**src/rtl/vnp_pkg.sv**
```systemverilog
`timescale 1ns/1ps
package vnp_pkg;
  // Width that holds (deg+1) signed words of msg_w bits without overflow
  function automatic int sum_width(input int msg_w, input int deg);
    return msg_w + $clog2(deg + 1);
  endfunction
endpackage

```
**src/rtl/vnp_rst_sync.sv**
```systemverilog
`timescale 1ns/1ps
module vnp_rst_sync #(
  parameter int STAGES = 2
) (
  input  logic clk,
  input  logic arst_n,
  output logic srst_n
);
  logic [STAGES-1:0] sync_q;
  logic [STAGES-1:0] sync_d;

  always_comb begin
    sync_d = {sync_q[STAGES-2:0], 1'b1};
  end

  always_ff @(posedge clk or negedge arst_n) begin
    if (!arst_n) sync_q <= '0;
    else         sync_q <= sync_d;
  end

  assign srst_n = sync_q[STAGES-1];
endmodule

```
**src/rtl/vnp_sum_tree.sv**
```systemverilog
`timescale 1ns/1ps
module vnp_sum_tree #(
  parameter int MSG_W = 5,
  parameter int DEG   = 6,
  parameter int SUM_W = 8
) (
  input  logic [MSG_W-1:0]     chan,
  input  logic [DEG*MSG_W-1:0] msgs,
  output logic [SUM_W-1:0]     total
);
  localparam int EXT_W = SUM_W - MSG_W;

  logic [SUM_W-1:0] ext_w [DEG];

  for (genvar j = 0; j < DEG; j++) begin : g_ext
    assign ext_w[j] = {{EXT_W{msgs[j*MSG_W+MSG_W-1]}}, msgs[j*MSG_W +: MSG_W]};
  end

  always_comb begin
    total = {{EXT_W{chan[MSG_W-1]}}, chan};
    for (int j = 0; j < DEG; j++) begin
      total = total + ext_w[j];
    end
  end
endmodule

```
**src/rtl/vnp_extrinsic.sv**
```systemverilog
`timescale 1ns/1ps
module vnp_extrinsic #(
  parameter int MSG_W = 5,
  parameter int DEG   = 6,
  parameter int SUM_W = 8
) (
  input  logic [SUM_W-1:0]     total,
  input  logic [DEG*MSG_W-1:0] msgs,
  output logic [DEG*MSG_W-1:0] beta
);
  localparam int EXT_W = SUM_W - MSG_W;
  localparam logic signed [SUM_W-1:0] MAXV = SUM_W'((1 << (MSG_W-1)) - 1);
  localparam logic signed [SUM_W-1:0] MINV = -MAXV - SUM_W'(1);

  for (genvar j = 0; j < DEG; j++) begin : g_edge
    logic signed [SUM_W-1:0] own_w;
    logic signed [SUM_W-1:0] diff_w;
    logic [MSG_W-1:0]        clip_w;

    assign own_w  = {{EXT_W{msgs[j*MSG_W+MSG_W-1]}}, msgs[j*MSG_W +: MSG_W]};
    assign diff_w = $signed(total) - own_w;

    always_comb begin
      if (diff_w > MAXV)      clip_w = MAXV[MSG_W-1:0];
      else if (diff_w < MINV) clip_w = MINV[MSG_W-1:0];
      else                    clip_w = diff_w[MSG_W-1:0];
    end

    assign beta[j*MSG_W +: MSG_W] = clip_w;
  end
endmodule

```
**src/rtl/vnp_core.sv**
```systemverilog
`timescale 1ns/1ps
module vnp_core #(
  parameter int MSG_W = 5,
  parameter int DEG   = 6,
  parameter int SUM_W = vnp_pkg::sum_width(MSG_W, DEG)
) (
  input  logic                 clk,
  input  logic                 rst_n,
  input  logic                 in_valid,
  output logic                 in_ready,
  input  logic [MSG_W-1:0]     chan_llr,
  input  logic [DEG*MSG_W-1:0] chk_msg,
  output logic                 out_valid,
  input  logic                 out_ready,
  output logic [DEG*MSG_W-1:0] ext_msg,
  output logic [SUM_W-1:0]     total_sum,
  output logic                 hard_bit
);
  logic                 srst_n;
  logic [SUM_W-1:0]     sum_d;
  logic [DEG*MSG_W-1:0] beta_d;
  logic                 load;
  logic                 vld_d;
  logic                 vld_q;
  logic [DEG*MSG_W-1:0] beta_q;
  logic [SUM_W-1:0]     sum_q;
  logic                 hard_q;

  vnp_rst_sync #(.STAGES(2)) u_rst (
    .clk    (clk),
    .arst_n (rst_n),
    .srst_n (srst_n)
  );

  vnp_sum_tree #(.MSG_W(MSG_W), .DEG(DEG), .SUM_W(SUM_W)) u_sum (
    .chan  (chan_llr),
    .msgs  (chk_msg),
    .total (sum_d)
  );

  vnp_extrinsic #(.MSG_W(MSG_W), .DEG(DEG), .SUM_W(SUM_W)) u_ext (
    .total (sum_d),
    .msgs  (chk_msg),
    .beta  (beta_d)
  );

  // next state
  always_comb begin
    in_ready = srst_n && (!vld_q || out_ready);
    load     = in_valid && in_ready;
    if (load)           vld_d = 1'b1;
    else if (out_ready) vld_d = 1'b0;
    else                vld_d = vld_q;
  end

  // registers
  always_ff @(posedge clk or negedge srst_n) begin
    if (!srst_n) vld_q <= 1'b0;
    else         vld_q <= vld_d;
  end

  always_ff @(posedge clk or negedge srst_n) begin
    if (!srst_n) begin
      beta_q <= '0;
      sum_q  <= '0;
      hard_q <= 1'b0;
    end else if (load) begin
      beta_q <= beta_d;
      sum_q  <= sum_d;
      hard_q <= sum_d[SUM_W-1];
    end
  end

  assign out_valid = vld_q;
  assign ext_msg   = beta_q;
  assign total_sum = sum_q;
  assign hard_bit  = hard_q;
endmodule

```
**config.mk**
```make
export PLATFORM = sky130hd
export DESIGN_NAME = vnp_core
export DESIGN_NICKNAME = d
export VERILOG_FILES = /design/src/rtl/vnp_pkg.sv /design/src/rtl/vnp_rst_sync.sv /design/src/rtl/vnp_sum_tree.sv /design/src/rtl/vnp_extrinsic.sv /design/src/rtl/vnp_core.sv
export SDC_FILE = /design/constraint.sdc
export NUM_CORES = 1
export LEC_CHECK = 0
export BUFFER_PORTS_ARGS = -buffer_cell sky130_fd_sc_hd__buf_4
export CAP_MARGIN = 10
export CORE_MARGIN = 1.5
export CORE_UTILIZATION = 60
export DETAILED_ROUTE_END_ITERATION = 10
export PLACE_DENSITY = 0.87
export RECOVER_POWER = 100
export SYNTH_ARGS = -nofsm -noshare
export SYNTH_HDL_FRONTEND = slang
export SYNTH_SLANG_ARGS = --single-unit
```
**constraint.sdc**
```tcl
create_clock -name clk -period 4.73 [get_ports clk]
set_input_delay 1.419 -clock clk [delete_from_list [all_inputs] [get_ports clk]]
set_output_delay 1.419 -clock clk [all_outputs]
set_load 0.02 [all_outputs]
```
==> summary.txt, run 1 <==
Synthesis
  • Seq/Total Area, Yosys: 0.217
  • Area contributors post-synth: dfrtp_1 22%, ha_1 15%, fa_1 12%, inv_1 5.6%, a21oi_1 4.3%
  • Syn Nets: 674
  • Mapped Cells: 551
  • Cell Area, Synth: 4730 µm²
  • Register bit total from synthesis: 41
  • Async SR Flop Fraction: 1.00
  • Largest area contributor in the netlist: dfrtp_1
  • Post-synth EDFFs: 0
  • Syn_area_per_cell: 8.58 µm²
  • Synthesis Warnings: 0
  • Post-synth cell types: 52
  • Top_reg_cell synth: dfrtp_1
  • Top cell type's share of synthesized area: 0.217
  • Most frequent cells after synthesis: 71 x inv_1, 55 x ha_1, 52 x nor2_1
  • Most common cell in the netlist: inv_1

CTS
  • Max H-tree Level: 2
  • Cts hold-fix bufs: 0
  • Clock Tree Buf Depth: 2
  • Root buffer cell: clkbuf_8
  • Sink Count: 41
  • TritonCTS Buffers: 5

Global route
  • First-pass GRT wire length: 43.3 mm
  • Grt ovf: 7
  • Vias in the first global route: 7497
  • Total track usage: 0.692
  • Largest net degree at the start of global routing: 42

Floorplanning
  • # rows: 32
  • Top Ports: 80
  • DIE HEIGHT: 91.8 µm
  • Initial Util: 0.615
  • Chip width: 91.8 µm

Run status
  • Failing step: global routing
  • Status: aborted with a tool error
  • Log Error: [ERROR GRT-0116] Global routing finished with congestion. Check the congestion regions in the DRC Viewer.

Place
  • # port buffers: 79
  • GP Congestion: 0.904
  • Cell total after placement: 868
  • Detailed Place HPWL: 13.3 mm
  • Setup Slack @ Placement: -2.04 ns
==> routing by layer <==
metal | overflow | global-route usage
met3 | 0 | 0.482
met1 | 0 | 0.688
met2 | 3 | 0.922
met5 | 0 | 0.0897
met4 | 4 | 0.674
==> through the flow <==
stage / cell area, µm² / hold WS (ns)
3_3_place_gp: 6690 / 0.309
2_1_floorplan: 4880 / 0.331
4_1_cts: 7340 / 0.326
3_5_place_dp: 6690 / 0.321
==> timing repair <==
action | CTS
setup buffers | 16
cloned | 0
pin swaps | 59
setup endpoints to repair | 33
resized for setup | 91
==> logic make-up after synthesis <==
logic type / after synthesis / synth area share
AND/OR/NAND/NOR: 147 / 0.150
AO/OA/AOI/OAI: 157 / 0.214
buffers and inverters: 81 / 0.0651
flip-flops: 41 / 0.217
other: 1 / 0.000793
XOR/XNOR: 37 / 0.0789
multiplexers: 3 / 0.00635
adder cells (fa/ha/maj): 84 / 0.268
==> run 2, diff against run 1 <==
Settings changed: CORE_UTILIZATION 60 to 40, PLACE_DENSITY 0.87 to default, PLACE_DENSITY_LB_ADDON from default to 0.15.
==> run 2 against run 1 <==
The flow now finishes, with violations (capacitance limit, slew limit, setup timing). Synthesized area is the same. Synthesized cell count is the same.
==> summary.txt, run 2 <==
Run status
  • Status: finished, violations left
  • Failing checks: capacitance limit, slew limit, setup timing

Timing
  • Max Fclk: 168 MHz
  • Setup WS post-layout: -1.23 ns
  • Worst hold slack: 0.361 ns
  • RSZ-0062 raised after global routing: true
  • Final Hold Fails: 0
  • Final setup violation count: 30
  • Final critical-path share of the clock period: 1.26
  • Slew headroom: -0.476
  • Min cycle time layout: 5.96 ns
  • Worst Tran Pin Value: 2.21 ns
  • Layout Skew: 0.00378 ns
  • Slew Viols, Final: 42

Synthesis
  • Top_reg_cell synth: dfrtp_1
  • Most common cell in the netlist: inv_1
  • Area contributors post-synth: dfrtp_1 22%, ha_1 15%, fa_1 12%, inv_1 5.6%, a21oi_1 4.3%
  • Largest area contributor in the netlist: dfrtp_1
  • Cell Area, Synth: 4730 µm² (unchanged)
  • Mapped Cells: 551 (unchanged)
  • Synthesis Warnings: 0 (unchanged)
  • Most frequent cells after synthesis: 71 x inv_1, 55 x ha_1, 52 x nor2_1
  • Seq/Total Area, Yosys: 0.217 (unchanged)
  • Syn_area_per_cell: 8.58 µm² (unchanged)
  • Async SR Flop Fraction: 1.00 (unchanged)
  • Syn Nets: 674 (unchanged)
  • Register bit total from synthesis: 41 (unchanged)
  • Post-synth EDFFs: 0 (unchanged)
  • Top cell type's share of synthesized area: 0.217 (unchanged)
  • Post-synth cell types: 52 (unchanged)

Global route
  • Total track usage: 0.234
  • Grt ovf: 0
  • Initial antenna violation count: 0
  • First-pass GRT wire length: 23.7 mm
  • Vias in the first global route: 4959
  • Largest net degree at the start of global routing: 42

Worst hold path
  • Min-Delay Path Class: register to register

Place
  • GP Congestion: 0.852 (-5.7%)
  • # port buffers: 79 (unchanged)
  • Detailed Place HPWL: 11.8 mm (-11%)

CTS
  • Clock Tree Buf Depth: 2 (unchanged)
  • Clk Latency, worst-skew pair: 0.29 ns
  • Max H-tree Level: 2 (unchanged)
  • Sink Count: 41 (unchanged)
  • TritonCTS clock tree: done
  • Clock slew at reported path FFs: 0.06 ns
  • TritonCTS Buffers: 5 (unchanged)
  • Root buffer cell: clkbuf_16

Cells and area
  • Layout overhead on the synthesized area: 55.8%
  • Most common cell after layout, fill and taps aside: buf_4
  • Reg area: 1030 µm²
  • # fillers: 1014
  • Area taken by multi-input logic gates: 3930 µm²
  • Max reg flops: 30
  • Most frequent cells in the layout: 193 x buf_4, 63 x inv_1, 51 x nor2_1
  • Nets: 920
  • # diodes: 0
  • Layout cell share with drive strength beyond 1: 0.385

Worst setup path
  • Worst Setup Start Kind: input pin
  • Crit path kind: input pin to register
  • CP endpoint kind: register
  • CP required: 4.94 ns
  • Crit-path max FO: 7
  • Arr. time, crit path: 6.17 ns

Routing
  • Final WL: 14.4 mm
  • Vias/cell: 5.16
  • DR pass1 iterations: 4
  • DRC viols: 0
  • Remaining antenna violation count: 0
  • Iter 0 DRT Violations: 209
  • Via count: 4859
  • Routed length per instance: 15.3 µm

Floorplanning
  • Top Ports: 80 (unchanged)
  • Std-Cell Core Area: 11500 µm²
  • Initial Util: 0.412 (-0.203)
  • # rows: 39 (+22%)
  • DIE HEIGHT: 112 µm (+22%)
  • Chip width: 112 µm (+22%)
  • Die ar.: 12500 µm²

Flow run
  • Max-Cap Viols: 1
run 2: cell counts after synthesis:
Identical to the previous run, type by type.
run 2: area by class of cell:
cell class	count	area share
clock buffer	5	0.0170
clock inverter	3	0.00884
inverter	71	0.0382
multi-input combinational	429	0.534
sequential	41	0.139
tap	143	0.0243
timing repair buffer	249	0.239
run 2: critical path: stages:
cell	delay, ns
buf_8	0.08
inv_4	0.03
fa_1	0.55
inv_2	0.05
ha_4	0.16
inv_2	0.05
fa_2	0.42
fa_1	0.51
inv_2	0.06
ha_4	0.20
a21o_1	0.16
a21oi_2	0.15
o21bai_2	0.09
a21oi_4	0.19
xnor2_4	0.16
buf_6	0.14
ha_4	0.20
a21o_1	0.18
or4_4	0.52
o21ai_2	0.16
a311oi_2	0.06
xor2_1	0.14
buf_4	0.19
nand2_1	0.08
a31oi_1	0.19
run 2: layer usage:
| metal | GRT usage | wire length, µm | vias to the layer above |
|---|---|---|---|
| met5 | 0 | 0 | - |
| met4 | 0.0599 | 233 | 0 |
| met3 | 0.0185 | 466 | 17 |
| met2 | 0.410 | 7140 | 108 |
| met1 | 0.313 | 6600 | 2321 |
| li1 | - | - | 2413 |
run 2: worst paths after layout:
| kind | slack, ns | start | cells after the start | endpoint |
|---|---|---|---|---|
| setup reg to reg | 1.34 | u_rst.sync_q[1] | 6 | ext_msg[1] |
| hold / removal | 0.36 | u_rst.sync_q[0] | 0 | u_rst.sync_q[1] |
| min in group asynchronous | 0.91 | rst_n | 1 | u_rst.sync_q[1] |
| hold reg to reg | 0.36 | u_rst.sync_q[0] | 0 | u_rst.sync_q[1] |
| setup / recovery | -1.23 | chk_msg[1] | 25 | ext_msg[27] |
| max in group asynchronous | 2.48 | u_rst.sync_q[1] | 1 | ext_msg[11] |
run 2: cells by family after synthesis:
logic type / Yosys count / synth area share
buf+inv: 81 / 0.0651
mux: 3 / 0.00635
fa+ha+maj: 84 / 0.268
xor+xnor: 37 / 0.0789
compound gates: 157 / 0.214
other cells: 1 / 0.000793
flops: 41 / 0.217
simple gates: 147 / 0.150
run 2: repair_timing:
| action | 4_1_cts | 5_1_grt |
|---|---|---|
| pin swaps | 33 | 41 |
| setup endpoints to repair | 31 | 33 |
| hold buffers | 0 | 0 |
| setup buffers | 6 | 6 |
| resized for setup | 43 | 66 |
run 2: through the flow:
| step | setup TNS, ns | area (µm²) | std cells | setup WS, ns | utilization |
|---|---|---|---|---|---|
| floorplan | -37.09 | 4880 | 551 | -1.39 | - |
| global placement | -49.78 | 6810 | 924 | -1.71 | 0.594 |
| detailed placement | -52.11 | 6810 | 924 | -1.79 | 0.594 |
| CTS | -37.65 | 7230 | 936 | -1.34 | 0.631 |
| global route | -38.26 | 7360 | 941 | -1.43 | 0.642 |
| finish | -32.88 | 7360 | 941 | -1.23 | 0.642 |
Power of run 2 is left out: the tool's default activity adds up to more than one toggle a clock period on the data nets, which glitch-free logic cannot reach.
